**src/rtl/cmdser_pkg.sv**
```systemverilog
package cmdser_pkg;
  localparam int FLIT_W = 40;
  localparam int SRCF_W = 14;
  localparam int DATA_W = 32;
  localparam int TRD_W  = 4;

  typedef enum logic [2:0] {
    K_READ  = 3'd0,
    K_WRITE = 3'd1,
    K_LL    = 3'd2,
    K_SC    = 3'd3,
    K_CAS   = 3'd4
  } kind_e;

  typedef enum logic [1:0] {
    PH_HDR  = 2'd0,
    PH_INFO = 2'd1,
    PH_DATA = 2'd2
  } phase_e;

  // {cmd[1:0], pktid[3:0]}
  function automatic logic [5:0] type_code(input logic [2:0] k);
    case (k)
      K_WRITE: type_code = {2'b10, 4'b0100};
      K_LL:    type_code = {2'b11, 4'b0110};
      K_SC:    type_code = {2'b00, 4'b0111};
      K_CAS:   type_code = {2'b00, 4'b0101};
      default: type_code = {2'b01, 4'b0000};
    endcase
  endfunction

  function automatic logic has_words(input logic [2:0] k);
    has_words = (k == K_WRITE) || (k == K_SC) || (k == K_CAS);
  endfunction
endpackage

```
**src/rtl/cmdser_fmt.sv**
```systemverilog
module cmdser_fmt
  import cmdser_pkg::*;
#(
  parameter int ADDR_W = 32,
  parameter int SRC_W  = 12
) (
  input  logic [ADDR_W-1:0] addr,
  input  logic [SRC_W-1:0]  srcid,
  input  logic [2:0]        kind,
  input  logic [TRD_W-1:0]  trdid,
  input  logic [DATA_W-1:0] wdata,
  output logic [FLIT_W-1:0] hdr_flit,
  output logic [FLIT_W-1:0] info_flit,
  output logic [FLIT_W-1:0] data_flit
);
  localparam int APAD = FLIT_W - ADDR_W;
  localparam int SPAD = SRCF_W - SRC_W;

  logic [FLIT_W-1:0] addr_al;
  logic [SRCF_W-1:0] src_al;

  generate
    if (APAD > 0) begin : g_addr_pad
      assign addr_al = {addr, {APAD{1'b0}}};
    end else begin : g_addr_full
      assign addr_al = addr[ADDR_W-1 -: FLIT_W];
    end
    if (SPAD > 0) begin : g_src_pad
      assign src_al = {srcid, {SPAD{1'b0}}};
    end else begin : g_src_full
      assign src_al = srcid[SRC_W-1 -: SRCF_W];
    end
  endgenerate

  // broadcast flag in bit 0 is always clear for commands
  assign hdr_flit  = {addr_al[FLIT_W-1:1], 1'b0};
  assign info_flit = {src_al, type_code(kind), trdid, 16'h0000};
  assign data_flit = {wdata, {(FLIT_W-DATA_W){1'b0}}};
endmodule

```
**src/rtl/cmdser_seq.sv**
```systemverilog
module cmdser_seq
  import cmdser_pkg::*;
(
  input  logic   clk,
  input  logic   rst_n,
  input  logic   in_valid,
  input  logic   in_last,
  input  logic   words,
  input  logic   out_ready,
  output logic   out_valid,
  output logic   out_eop,
  output logic   in_ready,
  output phase_e phase
);
  phase_e nxt;
  logic   fire;

  assign out_valid = in_valid;
  assign fire      = in_valid && out_ready;

  always_comb begin
    in_ready = 1'b0;
    out_eop  = 1'b0;
    nxt      = phase;
    case (phase)
      PH_HDR: begin
        if (fire) nxt = PH_INFO;
      end
      PH_INFO: begin
        if (!words) begin
          in_ready = out_ready;
          out_eop  = 1'b1;
          if (fire) nxt = PH_HDR;
        end else if (fire) begin
          nxt = PH_DATA;
        end
      end
      default: begin
        in_ready = out_ready;
        out_eop  = in_last;
        if (fire && in_last) nxt = PH_HDR;
      end
    endcase
  end

  always_ff @(posedge clk) begin
    if (!rst_n) phase <= PH_HDR;
    else        phase <= nxt;
  end


  stall_chk: assert property (@(posedge clk) disable iff (!rst_n)
    !out_ready |-> !in_ready);

  hdr_hold_chk: assert property (@(posedge clk) disable iff (!rst_n)
    (phase == PH_HDR) |-> !in_ready);

  eop_return_chk: assert property (@(posedge clk) disable iff (!rst_n)
    (out_valid && out_ready && out_eop) |=> (phase == PH_HDR));

  hdr_info_chk: assert property (@(posedge clk) disable iff (!rst_n)
    (phase == PH_HDR && out_valid && out_ready) |=> (phase == PH_INFO));
endmodule

```
**src/rtl/cmd_flit_serializer.sv**
```systemverilog
module cmd_flit_serializer
  import cmdser_pkg::*;
#(
  parameter int NX     = 4,
  parameter int NY     = 4,
  parameter int NL     = 4,
  parameter int ADDR_W = 32
) (
  input  logic                 clk,
  input  logic                 rst_n,
  input  logic                 in_valid,
  output logic                 in_ready,
  input  logic [ADDR_W-1:0]    in_addr,
  input  logic [NX+NY+NL-1:0]  in_srcid,
  input  logic [2:0]           in_kind,
  input  logic [3:0]           in_trdid,
  input  logic [31:0]          in_wdata,
  input  logic                 in_last,
  output logic                 out_valid,
  input  logic                 out_ready,
  output logic [39:0]          out_flit,
  output logic                 out_eop
);
  localparam int SRC_W = NX + NY + NL;

  logic [FLIT_W-1:0] hdr_f, info_f, data_f;
  phase_e            phase;

  cmdser_fmt #(.ADDR_W(ADDR_W), .SRC_W(SRC_W)) u_fmt (
    .addr(in_addr), .srcid(in_srcid), .kind(in_kind), .trdid(in_trdid),
    .wdata(in_wdata), .hdr_flit(hdr_f), .info_flit(info_f), .data_flit(data_f)
  );

  cmdser_seq u_seq (
    .clk(clk), .rst_n(rst_n), .in_valid(in_valid), .in_last(in_last),
    .words(has_words(in_kind)), .out_ready(out_ready), .out_valid(out_valid),
    .out_eop(out_eop), .in_ready(in_ready), .phase(phase)
  );

  always_comb begin
    case (phase)
      PH_HDR:  out_flit = hdr_f;
      PH_INFO: out_flit = info_f;
      default: out_flit = data_f;
    endcase
  end


  bc_zero_chk: assert property (@(posedge clk) disable iff (!rst_n)
    (out_valid && phase == PH_HDR) |-> (out_flit[0] == 1'b0));
endmodule

```
**config.mk**
```make
export PLATFORM = sky130hd
export DESIGN_NAME = cmd_flit_serializer
export DESIGN_NICKNAME = d
export VERILOG_FILES = /design/src/rtl/cmdser_pkg.sv /design/src/rtl/cmdser_fmt.sv /design/src/rtl/cmdser_seq.sv /design/src/rtl/cmd_flit_serializer.sv
export SDC_FILE = /design/constraint.sdc
export NUM_CORES = 1
export LEC_CHECK = 0
export BUFFER_PORTS_ARGS = -buffer_cell sky130_fd_sc_hd__buf_2
export CAP_MARGIN = 20
export CELL_PAD_IN_SITES_DETAIL_PLACEMENT = 1
export CELL_PAD_IN_SITES_GLOBAL_PLACEMENT = 1
export CORE_UTILIZATION = 25
export DETAILED_ROUTE_END_ITERATION = 10
export PLACE_DENSITY = 0.76
export SLEW_MARGIN = 20
export SYNTH_ARGS = -nofsm -noshare
export SYNTH_HDL_FRONTEND = slang
export SYNTH_HIERARCHICAL = 1
export SYNTH_SLANG_ARGS = --single-unit
export TNS_END_PERCENT = 5
```
**constraint.sdc**
```tcl
create_clock -name clk -period 3.9 [get_ports clk]
set_input_delay 1.17 -clock clk [delete_from_list [all_inputs] [get_ports clk]]
set_output_delay 1.17 -clock clk [all_outputs]
set_load 0.005 [all_outputs]
```
======== Word level (Yosys, flattened, before mapping) ========
Cells that the tools add are included.
operators by class
  muxes and demuxes ....................... 12
  reduce and logical (&&, ||, !) cells .... 7
  eq/ne operators ......................... 7
operators by type and width
  kind                  count
  $pmux W40 S2          1
  $pmux W6 S4           1
  $mux W2               5
  $eq A3 B2 Y1 const B  2
  $ne A2 B1 Y1 const B  2
  $pmux W1 S2           2
  $pmux W2 S2           1
  $eq A3 B1 Y1 const B  1
  $eq A3 B3 Y1 const B  1
  $reduce_and A3 Y1     1
  $reduce_bool A3 Y1    1
  $eq A2 B1 Y1 const B  1
  $logic_and A1 B1 Y1   2
  $logic_not A2 Y1      1
  $logic_or A1 B1 Y1    2
  $mux W1               2
storage, ports and cells
  bits of input ports ..................... 88
  register bits after elaboration ......... 2
  logic and storage cells ................. 27
  output and inout port bits .............. 43

======== Longest topological paths before layout ========
  depth after elaboration ................. 5
  mapped depth ............................ 4
  depth with buffers taken out ............ 4

======== Modules after synthesis ========
The synthesis kept the hierarchy.
modules (own cells, without submodules)
  module               cells an instance  area each (sq um)  seq. area each (sq um)  times used
  cmdser_fmt           123                919.6              0.0                     1
  cmd_flit_serializer  136                912.1              0.0                     1
  cmdser_seq           15                 127.6              40.0                    1

======== Least setup slack after synthesis ========
No wires, ideal clock.
  kind .................................... in2out
  from .................................... in in_kind[2]
  to ...................................... out in_ready
  path buffers ............................ 0
  slack ................................... 0.899 ns
  data arrival time ....................... 1.831 ns
  data required time ...................... 2.730 ns
  cell stages on the path ................. 3
  cell sequence ........................... mux2_2 -> nand2b_1 -> a21boi_0
on the way
  word-level cells in the longest chain between the ends .. 5
  elaborated cells between the ends (all ways) .. 7
  classes of those cells .................. eq/ne: 3; mux: 2; reduce/logical: 2
RTL lines
  what                                          line                       text
  start, declared                               cmd_flit_serializer.sv:15  input logic [2:0] in_kind,
  $eq A3 B1 Y1 or $eq A3 B2 Y1 (tied branches)  cmdser_pkg.sv:33           has_words = (k == K_WRITE) || (k == K_SC) || (k == K_CAS);
  $logic_or A1 B1 Y1                            cmdser_pkg.sv:33
  $logic_or A1 B1 Y1 (*)                        cmdser_pkg.sv:33
  $mux W1 (*)                                   cmdser_seq.sv:30           if (!words) begin
  $pmux W1 S2 (*)                               cmdser_seq.sv:25           case (phase)
  end, declared                                 cmd_flit_serializer.sv:12  output logic in_ready,
Every way passes the cells marked *; elsewhere a longest branch is shown, timed or not.

======== Worst setup path in the final report ========
Same ends and word-level chain as after synthesis.

==> out/summary.txt <==
Fmax achieved = 294.1 MHz
Startpoint Class = input pin
Least-Margin Pin Slew = 0.7018 ns
Ports = 131
Synthesized cell area = 0.001959 sq mm
Number of synthesis warnings = 6
Critical path endpoint category = output port
CTS Root Cell = clkbuf_8
N_diodes = 0
Initial core utilization = 0.2645
Most common cell on crit path = buf_2
Slew Viols, Final = 0
Relative slew slack = 0.5321
Number of global-route vias before repair = 1451
Register bit total from synthesis = 2
TritonCTS Sinks = 2
Commonest non-fill, non-tap cell in the layout = buf_2
Worst EP required = 2.73 ns
Skew final = 0.0004862 ns
# Post-CTS Setup Buffers = 0
R2R depth = 4
Fin Hold WS = 0.7826 ns
WHS Path Cells = 2
First-pass GRT wire length = 6361 um
CP peak stage delay = 0.37 ns
CTS max path bufs = 2
Psw = 100.5 uW
GRT Util Overall = 0.09009
Die area = 0.008196 sq mm
Post-route cell area = 0.001899 sq mm
Layout cells sized above 1 = 0.4459
Final GP Congestion = 0.6539
Core Footprint = 0.007408 sq mm
Crit path cell chain = buf_2 -> mux2_2 -> nand2b_1 -> a21boi_0 -> buf_2
# rows = 31
Comb power frac = 0.600
Sequential area share after synthesis = 0.02043
DR WL/cell = 9.550 um
Unrepaired setup endpoints after global routing = no
Hold crit path type = reg -> reg
DRT Pass-1 Iters = 4
CTS buffer count = 3
Vias = 1601
# Max-Cap Violations = 0
Clock H-tree levels = 1
Power share of the clock group = 0.288
Worst vdd ir = 0.00009284 V
Top Registers = u_seq/phase (2)
Status = complete, no violations
P&R area growth vs syn = -3.065%
Antenna viol nets, final = 0
Final Critical Period = 3.400 ns
CP max stage cell = mux2_2
Initial antenna violation count = 0
Crit Path Class = in -> out
1st-iter DRT viols = 18
Biggest register = u_seq/phase
Final setup viols = 0
Crit-path max FO = 6
DRC viols = 0
Nets = 395
Internal power = 185.4 uW
Setup total negative slack = 0 ns
CTS resizes = 0
Horiz. Die Dim = 90.53 um
Die height = 90.53 um
Netlist cell types = 26
Vias/cell = 3.963
Tcrit/Tclk final = 0.8717
Final hold viol count = 0
Switch share = 0.3515
Seq pwr share = 0.112
PortBufs = 122
Reg clk slew, reported paths = 0.03 ns
Placed instance count = 401
WP data arrival = 2.23 ns
Leak pwr = 0.8952 nW
Post-route insts no fill = 404
Largest net degree at the start of global routing = 44
Clk_lat worst skew = 0.21 ns
Max reg flops = 2
DPL Wire Length = 3211 um
CTS tree = yes
Mean Syn Cell Area = 7.151 sq um
Pwr dens = 150.5 mW/mm^2
Final core utilization = 0.2564
Hold-fix buffers, CTS = 0
# fillers = 978
Most frequent cells in the layout = buf_2, mux2i_1, nand2_1, o21ai_1, conb_1
Post-synthesis cell count = 274
Dpl cell area = 0.001858 sq mm
Overflow after GRT = 0
DRT Wirelength = 3858 um
==> per-stage QoR <==
stage | power (mW) | worst slack (ns)
after floorplan | 0.2109 | 0.8993
after global placement | 0.1997 | 0.5356
after detailed placement | 0.2055 | 0.5009
after CTS | 0.2915 | 0.4911
after global routing | 0.3109 | 0.4236
final | 0.2858 | 0.5003
==> power groups by stage <==
| stage | sequential (mW) | clock (mW) | combinational, mW |
|---|---|---|---|
| 6_report | 0.0319 | 0.0823 | 0.172 |
| 5_1_grt | 0.0334 | 0.0854 | 0.192 |
| 4_1_cts | 0.0325 | 0.0859 | 0.173 |
| 3_5_place_dp | 0.0328 | 0 | 0.173 |
| 3_3_place_gp | 0.0327 | 0 | 0.167 |
| 2_1_floorplan | 0.0231 | 0 | 0.188 |
==> path summary, 6_finish.rpt <==
path	endpoint	from	slack (ns)
max	in_ready	in_kind[2]	0.50
min	u_seq/phase[1]$_SDFFE_PN0P_	u_seq/phase[0]$_SDFFE_PN0P_	0.78
max reg2reg	u_seq/phase[1]$_SDFFE_PN0P_	u_seq/phase[1]$_SDFFE_PN0P_	2.37
min reg2reg	u_seq/phase[1]$_SDFFE_PN0P_	u_seq/phase[0]$_SDFFE_PN0P_	0.78
==> cells in the mapped netlist <==
cell type,number,share of area
a21oi_1,1,0.0026
buf_6,1,0.0057
nor2_1,3,0.0057
nand2_1,41,0.079
a21boi_0,1,0.0038
nor2b_2,1,0.0045
o21ai_0,2,0.0051
a31o_1,1,0.0045
nand2b_1,1,0.0032
buf_2,8,0.020
buf_4,116,0.44
buf_12,4,0.041
inv_1,1,0.0019
o21bai_1,1,0.0038
mux2i_1,41,0.21
o21ai_2,3,0.013
a22o_1,1,0.0045
buf_1,1,0.0019
dfxtp_1,2,0.020
nand4_1,1,0.0032
xnor2_1,2,0.0089
conb_1,1,0.0019
nand2_2,1,0.0032
nor4b_2,1,0.0077
mux2_2,1,0.0057
o21ai_1,37,0.095
==> cells by family (layout without fill, tap and decap cells) <==
group           after synthesis  count (layout)  synth area share
xor+xnor                      2               2          0.008942
other cells                   1              35          0.001914
simple gates                 49              49            0.1060
compound gates               47              47            0.1322
mux                          42              42            0.2152
buf+inv                     131             128            0.5153
flops                         2               2           0.02044
==> routing by layer <==
| layer | vias up | global-route usage | wire length, um | share of wire |
|---|---|---|---|---|
| li1 | 818 | - | - | - |
| met1 | 711 | 0.1006 | 1484 | 0.38 |
| met2 | 70 | 0.1755 | 2039 | 0.53 |
| met3 | 2 | 0.01684 | 325 | 0.084 |
| met4 | 0 | 0.01613 | 9 | 0.0023 |
| met5 | - | 0 | 0 | 0 |
==> layout make-up <==
class,count,area (sq um),share of cell area
clock buffer,3,41.29,0.02174
sequential,2,42.54,0.02240
inverter,1,3.754,0.001976
tap,99,123.9,0.06522
timing repair buffer,124,650.6,0.3426
multi-input combinational,175,1037,0.5461
==> critical path, delay by kind of cell <==
kind / cells / cell delay [ns]
AOI/OAI and AO/OA: 1 / 0.22
buffers and inverters: 2 / 0.30
muxes: 1 / 0.37
and+or+nand+nor: 1 / 0.16
(Power assumes the default switching activity.)
